===== src/rtl/i2c_line_bridge.sv =====
module i2c_line_bridge #(
  parameter int SYNC_STAGES = 2,
  parameter int BYTE_W      = 8
) (
  input  logic              clk,
  input  logic              rst_n,
  input  logic              scl_in,
  input  logic              sda_in,
  input  logic [BYTE_W-1:0] rd_data,
  output logic              sda_drive,
  output logic              sda_seen,
  output logic              start_pulse,
  output logic [BYTE_W-2:0] start_addr,
  output logic              start_read,
  output logic              wr_pulse,
  output logic [BYTE_W-1:0] wr_data,
  output logic              rd_req,
  output logic              nack_pulse,
  output logic              end_pulse
);
  localparam int CNT_W = $clog2(BYTE_W);
  localparam logic [CNT_W-1:0] LAST_BIT = CNT_W'(BYTE_W - 1);

  typedef enum logic [2:0] {
    S_IDLE, S_WBIT, S_WACK, S_RBIT, S_RACK, S_HALT
  } st_t;

  logic [SYNC_STAGES-1:0] scl_pipe, sda_pipe;
  logic scl_s, sda_s, scl_q, sda_q;
  logic scl_rise, scl_fall, bus_evt, is_start, is_stop;
  st_t st;
  logic [CNT_W-1:0] cnt;
  logic [BYTE_W-1:0] shreg;
  logic have_addr, dir;

  assign scl_s    = scl_pipe[SYNC_STAGES-1];
  assign sda_s    = sda_pipe[SYNC_STAGES-1];
  assign scl_rise = scl_s & ~scl_q;
  assign scl_fall = ~scl_s & scl_q;
  assign bus_evt  = (sda_s ^ sda_q) & scl_s;
  assign is_start = bus_evt & ~sda_s;
  assign is_stop  = bus_evt & sda_s;
  assign rd_req   = scl_rise && (st == S_RBIT) && (cnt == '0);
  assign sda_seen = sda_drive & sda_q;

  always_ff @(posedge clk or negedge rst_n) begin
    if (!rst_n) begin
      scl_pipe <= '1;
      sda_pipe <= '1;
    end else begin
      scl_pipe <= {scl_pipe[SYNC_STAGES-2:0], scl_in};
      sda_pipe <= {sda_pipe[SYNC_STAGES-2:0], sda_in};
    end
  end

  always_ff @(posedge clk or negedge rst_n) begin
    if (!rst_n) begin
      scl_q       <= 1'b1;
      sda_q       <= 1'b1;
      st          <= S_IDLE;
      cnt         <= '0;
      shreg       <= '0;
      have_addr   <= 1'b0;
      dir         <= 1'b0;
      sda_drive   <= 1'b1;
      start_pulse <= 1'b0;
      start_addr  <= '0;
      start_read  <= 1'b0;
      wr_pulse    <= 1'b0;
      wr_data     <= '0;
      nack_pulse  <= 1'b0;
      end_pulse   <= 1'b0;
    end else begin
      scl_q       <= scl_s;
      sda_q       <= sda_s;
      start_pulse <= 1'b0;
      wr_pulse    <= 1'b0;
      nack_pulse  <= 1'b0;
      end_pulse   <= 1'b0;

      if (scl_fall) sda_drive <= 1'b1;

      if (scl_rise) begin
        case (st)
          S_WBIT: begin
            shreg     <= {shreg[BYTE_W-2:0], sda_q};
            sda_drive <= 1'b1;
            if (cnt == LAST_BIT) begin
              cnt <= '0;
              st  <= S_WACK;
            end else begin
              cnt <= cnt + 1'b1;
            end
          end
          S_WACK: begin
            sda_drive <= 1'b0;
            cnt       <= '0;
            if (!have_addr) begin
              have_addr   <= 1'b1;
              dir         <= shreg[0];
              start_addr  <= shreg[BYTE_W-1:1];
              start_read  <= shreg[0];
              start_pulse <= 1'b1;
              st          <= shreg[0] ? S_RBIT : S_WBIT;
            end else begin
              wr_pulse <= 1'b1;
              wr_data  <= shreg;
              st       <= dir ? S_RBIT : S_WBIT;
            end
          end
          S_RBIT: begin
            if (cnt == '0) begin
              sda_drive <= rd_data[BYTE_W-1];
              shreg     <= {rd_data[BYTE_W-2:0], 1'b0};
            end else begin
              sda_drive <= shreg[BYTE_W-1];
              shreg     <= {shreg[BYTE_W-2:0], 1'b0};
            end
            if (cnt == LAST_BIT) begin
              cnt <= '0;
              st  <= S_RACK;
            end else begin
              cnt <= cnt + 1'b1;
            end
          end
          S_RACK: begin
            sda_drive <= 1'b1;
            cnt       <= '0;
            if (sda_q) begin
              nack_pulse <= 1'b1;
              st         <= S_HALT;
            end else begin
              st <= S_RBIT;
            end
          end
          default: sda_drive <= 1'b1;
        endcase
      end

      if (is_start) begin
        st        <= S_WBIT;
        cnt       <= '0;
        have_addr <= 1'b0;
        sda_drive <= 1'b1;
      end

      if (is_stop) begin
        end_pulse <= have_addr;
        have_addr <= 1'b0;
        st        <= S_IDLE;
        cnt       <= '0;
        sda_drive <= 1'b1;
      end
    end
  end
endmodule


===== config.mk =====
export PLATFORM = sky130hd
export DESIGN_NAME = i2c_line_bridge
export DESIGN_NICKNAME = d
export VERILOG_FILES = /design/src/rtl/i2c_line_bridge.sv
export SDC_FILE = /design/constraint.sdc
export NUM_CORES = 1
export LEC_CHECK = 0
export CORE_MARGIN = 5
export CORE_UTILIZATION = 46
export DETAILED_ROUTE_END_ITERATION = 12
export GPL_TIMING_DRIVEN = 0
export MAX_ROUTING_LAYER = met4
export PLACE_DENSITY = 0.85
export SYNTH_ARGS = -nofsm -noshare
export SYNTH_HDL_FRONTEND = slang
export SYNTH_SLANG_ARGS = --single-unit

===== constraint.sdc =====
create_clock -name clk -period 1.8 [get_ports clk]
set_input_delay 0.36 -clock clk [delete_from_list [all_inputs] [get_ports clk]]
set_output_delay 0.36 -clock clk [all_outputs]
set_load 0.01 [all_outputs]

* Word-level counts from Yosys, hierarchy flattened *
Cells that the tools add are included.

word-level totals
  input port bits = 12
  bits in registers = 42

operators by class
  bitwise logic cells = 11
  muxes and demuxes = 37
  add/sub/neg operators = 1
  reductions and logical operators = 17
  equality and inequality tests = 7

operators with widths
  kind                                                              count
  3-bit two-way mux                                                 10
  1-bit two-way mux                                                 19
  8-bit one-hot mux with 2 select lines                             1
  3-bit one-hot mux with 4 select lines                             1
  8-bit two-way mux                                                 1
  4-bit nonzero test                                                2
  1-bit AND                                                         6
  3-bit by 2-bit == test with 1-bit output (second input constant)  2
  3-bit == test (second input constant)                             2
  2-bit two-way mux                                                 3
  3-bit one-hot mux with 2 select lines                             1
  2-bit AND reduction                                               3
  3-bit AND reduction                                               2
  3-bit nonzero test                                                2
  6-bit nonzero test                                                1
  4-bit by 3-bit != test with 1-bit output (second input constant)  1
  4-bit != test (second input constant)                             1
  1-bit NOT                                                         4
  4-bit AND reduction                                               1
  2-bit OR reduction                                                2
  3-bit by 1-bit adder with 3-bit output (second input constant)    1
  3-bit by 1-bit == test with 1-bit output (second input constant)  1
  3-bit logical NOT                                                 1
  1-bit logical AND                                                 2
  other kinds (3)                                                   3

* Depth between registers and ports, before layout *
Gate-level depths: netlist of the first run.

  depth in word-level cells = 6
  depth in mapped cells = 7

* Least setup slack after synthesis of the first run *
Ideal clock, no wire load.

  path type = register to register
  start point = register scl_pipe[1]
  end point = register dir
  path buffers = 0
  setup slack = 87 ps
  stages on the path, launching flop included = 5
  setup time = 125 ps
  period minus slack after synthesis = 1,713 ps
  data arrival time = 1,589 ps
  cells stage by stage = dfstp_2 ha_1 nand3b_4 nor3_4 mux2_2

on the way
  cells in the longest elaborated chain, start to end = 2

RTL lines
  what                           RTL line  RTL
  from (decl)                    28        logic [SYNC_STAGES-1:0] scl_pipe, sda_pipe;
  from (signal assigned)         51        scl_pipe <= {scl_pipe[SYNC_STAGES-2:0], scl_in};
  1-bit AND                      38        assign scl_rise = scl_s & ~scl_q;
  3-bit AND reduction (no line)  -
  to (signal assigned)           100       dir <= shreg[0];
  to (decl)                      34        logic have_addr, dir;

Every way passes these cells.
A chain may end at the register's enable or synchronous reset.

* Worst setup path after layout of the first run *
  start point = register scl_pipe[1]
  end point = output rd_req

on the way
  cells in the longest elaborated chain, start to end = 3

RTL lines
  what                             RTL line  RTL
  1-bit AND                        38
  1-bit logical AND (2 in series)  43        assign rd_req = scl_rise && (st == S_RBIT) && (cnt == '0);
  to (decl)                        17        output logic rd_req,

Every way passes these cells.

==> results of run 1 <==
-- routing by layer --
layer | vias up | part of all wire [%] | track usage [%]
li1 | 672 | - | -
met1 | 738 | 43 | 23.63
met2 | 45 | 51 | 29.72
met3 | 5 | 5.6 | 4.459
met4 | 0 | 0.67 | 4.427
met5 | - | 0 | -
-- cells in the mapped netlist (all sizes together) (7+ instances only) --
library cell,n
nor2,9
mux2,17
o21ai,9
inv,9
a31oi,7
nand3,9
dfrtp,35
dfstp,7
-- per-stage QoR --
stage	hold slack, ns	util (%)	setup slack [ns]	power, W
6_report	0.2006	63.15	0.003329	0.001908
2_1_floorplan	0.06441	-	0.08651	0.001182
5_1_grt	0.2845	63.15	-0.05865	0.002001
4_1_cts	0.2236	62.28	-0.002507	0.001914
3_5_place_dp	0.3469	57.18	-0.5424	0.001274
3_3_place_gp	0.3458	57.30	-0.6245	0.001262
-- flip-flops by register name (all words and copies together), names as in the netlist, 2 cells and up --
signal and flops:
shreg 8, scl_pipe 2, wr_data 8, st 3
cnt 3, start_addr 7, sda_pipe 2
-- worst min path at each step --
stage	startpoint	end	slack, ns	depth (start not counted)
floorplan	rst_n	cnt[0]	0.06	0
global placement	sda_pipe[0]	sda_pipe[1]	0.35	0
detailed placement	scl_pipe[0]	scl_pipe[1]	0.35	0
CTS	rst_n	wr_data[3]	0.22	1
global route	rst_n	wr_data[3]	0.28	1
finish	rst_n	shreg[3]	0.20	1
-- area by class of cell --
type / instances / area, um2
inverter: 9 / 37.54
clock buffer: 5 / 68.82
tap: 50 / 62.56
multi-input combinational: 101 / 823.3
timing repair buffer: 44 / 416.7
fill: 314 / 1474
clock inverter: 3 / 18.77
buffer: 6 / 36.28
sequential: 42 / 1062
-- repair_timing --
action,in CTS,in global routing
pin swaps,2,1
buffers inserted,8,2
gates cloned,0,1
gates resized for setup,19,2
endpoints found under the setup margin,19,19
-- power by group through the flow --
stage / Clock [W] / Combinational [W] / Sequential (W)
3_3_place_gp: 0 / 0.000190 / 0.00107
4_1_cts: 0.000614 / 0.000247 / 0.00105
2_1_floorplan: 0 / 0.000125 / 0.00106
5_1_grt: 0.000652 / 0.000288 / 0.00106
6_report: 0.000596 / 0.000256 / 0.00106
3_5_place_dp: 0 / 0.000198 / 0.00108
-- kinds of logic (layout without fill, tap and decap cells) --
family / count (synthesis) / after routing
DFF: 42 / 42
adders and majority gates: 4 / 4
buffers and inverters: 16 / 67
AOI/OAI and AO/OA: 34 / 34
xor gates and xnor gates: 1 / 1
and+or+nand+nor: 42 / 43
muxes: 19 / 19
-- critical path: stages, from the launching register on --
cell and delay (ns):
sky130_fd_sc_hd__dfstp_2 0.56, sky130_fd_sc_hd__ha_4 0.18, sky130_fd_sc_hd__clkinvlp_4 0.12, sky130_fd_sc_hd__nor3_4 0.13
sky130_fd_sc_hd__buf_2 0.16
==> metrics.yaml, run 1 <==
run_status: "finished clean"
critPathCapture: "rd_req"
ctsHoldBuffers: 0
core_um2: 4000
floorplan.initialDensity_pct: 47.23
rsz0062_at_grt: "yes"
yosysSeqAreaShare_pct: 56.09
regToRegSetupSlack_ns: 0.02
worst-setup-path-type: "flop to output pin"
post_synth_fa_ha_maj_area_fraction_pct: 2.649
crit-reg2reg-capture: "wr_data[7]"
ys.warnings.count: 0
drt_iter0_markers: 99
yosys-top-cells-area: "sky130_fd_sc_hd__dfrtp_1 (46%), sky130_fd_sc_hd__mux2_2 (10%), sky130_fd_sc_hd__dfstp_2 (9.7%), sky130_fd_sc_hd__ha_1 (2.6%), sky130_fd_sc_hd__nand3_1 (2.4%)"
netlist_area_um2: 1889
grt_start_max_net_pins: 43
drc: 0
synth_nets: 174
drt-wirelength-per-cell_um: 17.73
worstPathArrival_ns: 1.44
netSwitchingPower_w: 0.0005141
timing.fmax_ghz: 0.5566
synth-compound-area-share_pct: 11.79
fraction_of_final_layout_cells_sized_beyond_drive_strength_1_pct: 30.48
drt-pass1-iter-count: 4
critical_path.reg2reg.startpoint: "scl_q"
worstSkewPairLatency_ns: 0.30
synth_async_sr_flop_share_pct: 100.0
place.port_buffers: 34
sw_frac_of_total_pct: 26.95
total_cts_buffers: 5
htree_levels: 2
syn_avg_cell_area_um2: 11.96
fin_crit_ns: 1.797
relative_slew_slack_pct: 37.94
most-common-layout-cells: "sky130_fd_sc_hd__dfrtp_1 (33), sky130_fd_sc_hd__clkdlybuf4s50_1 (31), sky130_fd_sc_hd__mux2_2 (17)"
number_of_antenna_violating_nets_in_the_routed_design: 0
peakVddDrop_mv: 0.6929
fin_clk_skew_ns: 0.01586
area_growth_syn_to_layout_pct: 33.71
clock_net_sink_count: 42
mostFrequentLayoutCell: "sky130_fd_sc_hd__dfrtp_1"
worstRegToRegCells: 6
post_dp_cell_area_um2: 2287
post_synth_and_or_nand_nor_area_fraction_pct: 14.11
proportion_of_power_drawn_by_combinational_gates_pct: 13.4
cts.reportedPaths.clkPinSlew_ns: 0.09
globalRouteTotalUtil_pct: 18.48
ios: 35
netlist.top_cell.by_area: "sky130_fd_sc_hd__dfrtp_1"
leakage_nw: 1.146
n_antenna_cell: 0
cts_root_buffer: "sky130_fd_sc_hd__clkbuf_8"
post-dp-hpwl_um: 2909
critPathCaptureType: "output pin"
clock_path_buffers: 2
p_int_w: 0.001394
most_used_flip_flop_cell_after_synthesis: "sky130_fd_sc_hd__dfrtp_1"
critPathRequiredTime_ns: 1.44
p_per_area_nw_per_um2: 755.3
seq_power_share_pct: 55.3
yosys.area_share.xor_xnor_pct: 0.4636
combinational_family_with_the_most_area_after_synthesis: "simple AND/OR/NAND/NOR gates"
power_frac_clock_pct: 31.3
dr_total_vias: 1460
clock_tree_from_tritoncts: "done"
grt_pass1_vias: 1508
grt_pass1_wl_um: 7417
netlist-cell-type-count: 43
hold_viol_final: 0
routed_wirelength_um: 4610
netlist_instances: 158
maxCapViolations: 0
numPlacedInstances: 242
tightestPinTransition_ns: 0.9309
startpoint: "scl_pipe[1]"
slew_violations: 0
worst-path-max-fanout: 4
avgViaCountPerCell: 5.615
yosysTopAreaCellShare_pct: 46.36
finish.instance_area_um2: 2526
globalRouteOverflowTotal: 0
worstSetupStartpointType: "flop"
mux_cell_area_share_after_synthesis_pct: 11.19
synth_edf_count: 0
die_width_um: 74.09
setup_tns_ns: 0
final_min_period_over_clock_period_pct: 99.82
fp.dieH_um: 74.09
setup-violations-final: 0
antenna_violations_before_repair: 0
num-nets-final: 225
placementRows: 23
ys_seq_elements: 42
die_area_um2: 5489
instances_no_fill: 260
routabilityCongestion: 0.8149
class_of_the_tightest_hold_or_removal_check: "input pin to asynchronous set/reset pin"
No activity file was read; power rests on OpenSTA's default activity.
==> run 2: changes to the inputs <==
--- a/config.mk
+++ b/config.mk
@@ -5,6 +5,7 @@
 export SDC_FILE = /design/constraint.sdc
 export NUM_CORES = 1
 export LEC_CHECK = 0
+export ABC_AREA = 0
 export CORE_MARGIN = 5
 export CORE_UTILIZATION = 46
 export DETAILED_ROUTE_END_ITERATION = 12
==> results of run 2 <==
Final layout, timing and power as in run 1 (identical DEF).
